<file path="src/rtl/irq_pkg.sv">
package irq_pkg;
  localparam int ADDR_W = 16;
  localparam int DATA_W = 8;
  localparam int MASK_W = 3;
  localparam int NSRC   = MASK_W + 1;
  // source index = priority, highest index wins
  localparam int SRC_GEN = 0;
  localparam int SRC_LO  = 1;
  localparam int SRC_MID = 2;
  localparam int SRC_HI  = 3;

  typedef enum logic {ACK_IDLE, ACK_PULSE} ack_state_e;

  // restart line src sits at "line number" src+4, vector = line*8 + 4
  function automatic logic [ADDR_W-1:0] line_vec(input int unsigned src);
    return ADDR_W'((src + 4) * 8 + 4);
  endfunction

  function automatic logic is_restart_op(input logic [DATA_W-1:0] op);
    return (op[7:6] == 2'b11) && (op[2:0] == 3'b111);
  endfunction

  function automatic logic [ADDR_W-1:0] restart_op_vec(input logic [DATA_W-1:0] op);
    return ADDR_W'({op[5:3], 3'b000});
  endfunction
endpackage

</file>
<file path="src/rtl/irq_enable_reg.sv">
module irq_enable_reg
  import irq_pkg::*;
(
  input  logic              clk,
  input  logic              rst_n,
  input  logic              ei_i,
  input  logic              di_i,
  input  logic              ack_i,
  input  logic              mask_we_i,
  input  logic [MASK_W-1:0] mask_wdata_i,
  output logic              ie_o,
  output logic [MASK_W-1:0] mask_o
);
  logic              ie_q;
  logic [MASK_W-1:0] mask_q;

  always_ff @(posedge clk) begin
    if (!rst_n) begin
      ie_q   <= 1'b0;
      mask_q <= '1;
    end else begin
      if (ack_i || di_i) ie_q <= 1'b0;
      else if (ei_i)     ie_q <= 1'b1;
      if (mask_we_i) mask_q <= mask_wdata_i;
    end
  end

  assign ie_o   = ie_q;
  assign mask_o = mask_q;
endmodule

</file>
<file path="src/rtl/irq_edge_latch.sv">
module irq_edge_latch (
  input  logic clk,
  input  logic rst_n,
  input  logic level_i,
  input  logic clear_i,
  output logic rise_o,
  output logic pend_o
);
  logic prev_q;
  logic pend_q;

  assign rise_o = level_i && !prev_q;

  always_ff @(posedge clk) begin
    if (!rst_n) begin
      prev_q <= 1'b0;
      pend_q <= 1'b0;
    end else begin
      prev_q <= level_i;
      // a fresh edge in the clearing cycle survives
      pend_q <= rise_o || (pend_q && !clear_i);
    end
  end

  assign pend_o = pend_q;
endmodule

</file>
<file path="src/rtl/irq_prio_arb.sv">
module irq_prio_arb #(
  parameter int N = 4
) (
  input  logic [N-1:0] req_i,
  output logic [N-1:0] grant_o
);
  genvar i;
  generate
    for (i = 0; i < N; i++) begin : g_lane
      if (i == N - 1) begin : g_top
        assign grant_o[i] = req_i[i];
      end else begin : g_low
        assign grant_o[i] = req_i[i] && !(|req_i[N-1:i+1]);
      end
    end
  endgenerate
endmodule

</file>
<file path="src/rtl/irq_ack_fsm.sv">
module irq_ack_fsm
  import irq_pkg::*;
#(
  parameter int PULSE_CYC = 2
) (
  input  logic              clk,
  input  logic              rst_n,
  input  logic              start_i,
  input  logic [DATA_W-1:0] data_i,
  output logic              inta_n_o,
  output logic              busy_o,
  output logic              cap_fire_o,
  output logic              op_valid_o,
  output logic [DATA_W-1:0] opcode_o
);
  localparam int CNT_W = (PULSE_CYC > 1) ? $clog2(PULSE_CYC) : 1;

  ack_state_e        state_q;
  logic [CNT_W-1:0]  cnt_q;
  logic              op_valid_q;
  logic [DATA_W-1:0] opcode_q;
  logic              last_w;

  assign last_w = (state_q == ACK_PULSE) && (cnt_q == CNT_W'(PULSE_CYC - 1));

  always_ff @(posedge clk) begin
    if (!rst_n) begin
      state_q    <= ACK_IDLE;
      cnt_q      <= '0;
      op_valid_q <= 1'b0;
      opcode_q   <= '0;
    end else begin
      op_valid_q <= 1'b0;
      case (state_q)
        ACK_IDLE: begin
          if (start_i) begin
            state_q <= ACK_PULSE;
            cnt_q   <= '0;
          end
        end
        ACK_PULSE: begin
          if (last_w) begin
            state_q    <= ACK_IDLE;
            op_valid_q <= 1'b1;
            opcode_q   <= data_i;
          end else begin
            cnt_q <= cnt_q + 1'b1;
          end
        end
        default: state_q <= ACK_IDLE;
      endcase
    end
  end

  assign inta_n_o   = (state_q != ACK_PULSE);
  assign busy_o     = (state_q == ACK_PULSE);
  assign cap_fire_o = last_w;
  assign op_valid_o = op_valid_q;
  assign opcode_o   = opcode_q;
endmodule

</file>
<file path="src/rtl/irq_ack_unit.sv">
module irq_ack_unit
  import irq_pkg::*;
#(
  parameter int PULSE_CYC = 2
) (
  input  logic              clk,
  input  logic              rst_n,
  input  logic              ei_i,
  input  logic              di_i,
  input  logic              mask_we_i,
  input  logic [MASK_W-1:0] mask_wdata_i,
  input  logic              irq_hi_i,
  input  logic              irq_mid_i,
  input  logic              irq_lo_i,
  input  logic              intr_i,
  input  logic              boundary_i,
  input  logic [DATA_W-1:0] data_i,
  output logic              take_o,
  output logic              ie_o,
  output logic              inta_n_o,
  output logic              busy_o,
  output logic              vec_valid_o,
  output logic [ADDR_W-1:0] vec_addr_o,
  output logic              op_valid_o,
  output logic [DATA_W-1:0] opcode_o
);
  logic              ie_w;
  logic [MASK_W-1:0] mask_w;
  logic              hi_rise_w;
  logic              hi_pend_w;
  logic [NSRC-1:0]   req_w;
  logic [NSRC-1:0]   grant_w;
  logic              take_w;
  logic              busy_w;
  logic              cap_fire_w;
  logic              vec_valid_q;
  logic [ADDR_W-1:0] vec_addr_q;

  irq_enable_reg u_en (
    .clk(clk), .rst_n(rst_n), .ei_i(ei_i), .di_i(di_i), .ack_i(take_w),
    .mask_we_i(mask_we_i), .mask_wdata_i(mask_wdata_i),
    .ie_o(ie_w), .mask_o(mask_w)
  );

  irq_edge_latch u_hi (
    .clk(clk), .rst_n(rst_n), .level_i(irq_hi_i),
    .clear_i(take_w && grant_w[SRC_HI]),
    .rise_o(hi_rise_w), .pend_o(hi_pend_w)
  );

  assign req_w[SRC_HI]  = ie_w && !mask_w[2] && hi_pend_w;
  assign req_w[SRC_MID] = ie_w && !mask_w[1] && irq_mid_i;
  assign req_w[SRC_LO]  = ie_w && !mask_w[0] && irq_lo_i;
  assign req_w[SRC_GEN] = ie_w && intr_i;

  irq_prio_arb #(.N(NSRC)) u_arb (.req_i(req_w), .grant_o(grant_w));

  assign take_w = boundary_i && !busy_w && (|req_w);

  irq_ack_fsm #(.PULSE_CYC(PULSE_CYC)) u_fsm (
    .clk(clk), .rst_n(rst_n), .start_i(take_w && grant_w[SRC_GEN]),
    .data_i(data_i), .inta_n_o(inta_n_o), .busy_o(busy_w),
    .cap_fire_o(cap_fire_w), .op_valid_o(op_valid_o), .opcode_o(opcode_o)
  );

  function automatic logic [ADDR_W-1:0] grant_vec(input logic [NSRC-1:0] g);
    logic [ADDR_W-1:0] v;
    v = '0;
    for (int s = 1; s < NSRC; s++) begin
      if (g[s]) v = line_vec(s);
    end
    return v;
  endfunction

  always_ff @(posedge clk) begin
    if (!rst_n) begin
      vec_valid_q <= 1'b0;
      vec_addr_q  <= '0;
    end else if (take_w && !grant_w[SRC_GEN]) begin
      vec_valid_q <= 1'b1;
      vec_addr_q  <= grant_vec(grant_w);
    end else if (cap_fire_w && is_restart_op(data_i)) begin
      vec_valid_q <= 1'b1;
      vec_addr_q  <= restart_op_vec(data_i);
    end else begin
      vec_valid_q <= 1'b0;
    end
  end

  assign take_o      = take_w;
  assign ie_o        = ie_w;
  assign busy_o      = busy_w;
  assign vec_valid_o = vec_valid_q;
  assign vec_addr_o  = vec_addr_q;
endmodule

</file>
<file path="config.mk">
export PLATFORM = sky130hd
export DESIGN_NAME = irq_ack_unit
export DESIGN_NICKNAME = d
export VERILOG_FILES = /design/src/rtl/irq_pkg.sv /design/src/rtl/irq_enable_reg.sv /design/src/rtl/irq_edge_latch.sv /design/src/rtl/irq_prio_arb.sv /design/src/rtl/irq_ack_fsm.sv /design/src/rtl/irq_ack_unit.sv
export SDC_FILE = /design/constraint.sdc
export NUM_CORES = 1
export LEC_CHECK = 0
export BUFFER_PORTS_ARGS = -buffer_cell sky130_fd_sc_hd__buf_4
export CORE_ASPECT_RATIO = 0.8
export CORE_MARGIN = 2
export CORE_UTILIZATION = 45
export DETAILED_ROUTE_END_ITERATION = 16
export PLACE_DENSITY = 0.77
export SLEW_MARGIN = 20
export SYNTH_ARGS = -nofsm -noshare
export SYNTH_HDL_FRONTEND = slang
export SYNTH_HIERARCHICAL = 1
export SYNTH_SLANG_ARGS = --single-unit
</file>
<file path="constraint.sdc">
create_clock -name clk -period 1.9 [get_ports clk]
set_input_delay 0.285 -clock clk [delete_from_list [all_inputs] [get_ports clk]]
set_output_delay 0.285 -clock clk [all_outputs]
set_load 0.01 [all_outputs]
</file>
==> metrics <==
status=finished clean; Pwr Density=585 nW/um^2; final hold vios=0; met1 Usage GRT=0.192; EDFF count, synth=0; Initial Util=0.470; # diodes=0; clock tree sinks=22; gpl congestion=0.816; CTS tree=yes; switch share=0.235; vias in the first global route=854; FFs w/ async S/R, synth=0; synthesis warning total=6; CTS Buf Count=3; Max VDD drop=304 uV; clk_skew=0.00349 ns; Synth top area share=0.384; H-tree levels=1; Distinct cells, synth=32; Mean Syn Cell Area=9.56 sq um; startpoint types=flip-flop; Mapped Cells=120; flops & latches, synth=22; First-pass DRT Iterations=4; GRT Util Overall=0.164; total core area=2440 sq um; die area=2970 sq um; R2R Path Start=u_hi/pend_o; Seq pwr share=0.571; root buf cell=clkbuf_4; Synth area leader=dfxtp_1; final WL=2230 um; maxcap violations=0; hold path depth=2; Worst-path clk slew=0.12 ns; area of the multi-input gates=598 sq um; drt drc=0; Layout Area Growth over Synthesis=24.8%; most common flop cell mapped by yosys=dfxtp_1; static leakage=0.635 nW; Avg WL per Cell=11.5 um; Skew-Pair Late Insertion Delay=0.31 ns; Critical path origin=u_en/mask_o[0]; largest cells by area after synthesis=dfxtp_1 (38%), buf_4 (9.8%), o21ai_2 (6.1%), mux2i_1 (5.2%), nand4_1 (4.9%); Syn Std Cell Area=1150 sq um; share of cells above drive strength 1=0.401; Die H=49.2 um; HP Start=di_i; die width=60.5 um; IO Count=51; post-layout util=0.586; Rows=16; Tot Pwr=0.838 mW; Clock Tree Buf Depth=2; Clock power frac=0.308; final net count=179; Via Count=918; CP max FO=6; Arr. time, crit path=1.54 ns; CP Data Required Time=1.62 ns; Filler cells=230; Antenna Nets Post-Route=0; hpwl dp=1710 um; first-pass GRT wire length=3730 um; Hold WC Path Type=input pin to flip-flop; Max Clk Rate=548 MHz; Comb pwr share=0.120; grt total ovfl=0; Setup TNS=0 ns; initial antenna violation count=0; NetSw=0.197 mW; unrepaired setup endpoints after global routing=false; R2R depth=6; M2 GR Usage=0.288; Period minus WS final=1.82 ns; hold buffers post-CTS=0; largest net degree at the start of global routing=30; count leader, synth=dfxtp_1; register area=440 sq um; Worst Setup Path Type=flip-flop to output pin; top post-synthesis cells by count=dfxtp_1 (22), buf_4 (15), nand2_1 (13); Port Buf Inserts=38; P_int=0.641 mW; via/cell ratio=4.76; met3 usage=0.0477; CP endpoint kind=output pin; drt initial violations=22; gr busiest metal=met2; post-synthesis sequential area ratio=0.384; fin. max-slew vios=0; ratio of final minimum period to clock period=0.960; # setup viols final=0; # Post-CTS Setup Buffers=0
[flip-flops by register name (all words and copies together), names as in the netlist]
signal	count
u_fsm/op_valid_o	1
u_fsm/opcode_o	8
u_hi/pend_o	1
u_en/ie_o	1
u_fsm/cnt_q	1
vec_valid_o	1
u_hi/prev_q	1
u_en/mask_o	3
vec_addr_o	4
u_fsm/busy_o	1
[power by group through the flow]
stage / combinational, mW / sequential (mW) / clock [mW]
after floorplan: 0.0687 / 0.490 / 0
after detailed placement: 0.100 / 0.489 / 0
after global placement: 0.0977 / 0.489 / 0
after CTS: 0.101 / 0.479 / 0.265
after global routing: 0.111 / 0.481 / 0.277
final: 0.101 / 0.479 / 0.258
[layer usage]
| metal | vias to the layer above | share of wire |
|---|---|---|
| met4 | 0 | 0.013 |
| met1 | 418 | 0.44 |
| met2 | 29 | 0.49 |
| li1 | 466 | - |
| met5 | - | 0 |
| met3 | 5 | 0.053 |
[layout make-up]
cell class | count | share of cell area
Tap cell | 36 | 0.0315
Clock buffer | 4 | 0.0253
Timing Repair Buffer | 40 | 0.210
Multi-Input combinational cell | 88 | 0.418
Sequential cell | 22 | 0.308
Inverter | 3 | 0.00787
[cells in the final DEF (no fill, tap or decap), types with 2 or more instances in the layout]
master / n
dfxtp_1: 22
nor2_1: 3
nand2_1: 13
mux2i_1: 6
and2_1: 4
nand2b_1: 2
nor4b_2: 2
a21boi_1: 3
o41ai_1: 2
inv_1: 2
conb_1: 12
nand4_1: 9
o21ai_2: 8
and2_2: 2
a21oi_1: 4
buf_4: 40
clkbuf_4: 3
nor2b_4: 2
nor2b_1: 5
[worst paths after layout]
path                                       to  slack, ns
worst max register to register  vec_addr_o[5]       0.11
worst max-delay path                   take_o       0.08
worst min register to register  vec_addr_o[2]       0.47
worst min-delay path                u_en/ie_o       0.11
[cell families (layout without fill, tap and decap cells)]
logic type,count (synthesis),count (layout),synth area share
other,1,12,0.00327
AND/OR/NAND/NOR,50,50,0.278
AO/OA/AOI/OAI,20,20,0.151
multiplexers,6,6,0.0523
flip-flops,22,22,0.384
buffers and inverters,21,47,0.132
[through the flow]
stage	instances	hold WS (ns)	setup slack, ns	instance area (sq um)
2_1_floorplan	131	0.347	0.310	1190
3_3_place_gp	189	0.449	0.186	1390
3_5_place_dp	189	0.454	0.107	1390
4_1_cts	193	0.108	0.0757	1430
5_1_grt	193	0.104	0.00220	1430
6_report	193	0.113	0.0767	1430
[timing repair]
action | CTS | global route
resized for setup | 0 | 1
hold endpoints to repair | 0 | 0
endpoints found under the setup margin | 0 | 2
[worst max-delay path, stage by stage, from the launching register on]
cell,delay (ns)
dfxtp_1,0.40
nor2b_4,0.06
o41ai_4,0.49
inv_2,0.10
buf_4,0.16
Power figures use the tool's default switching activity.
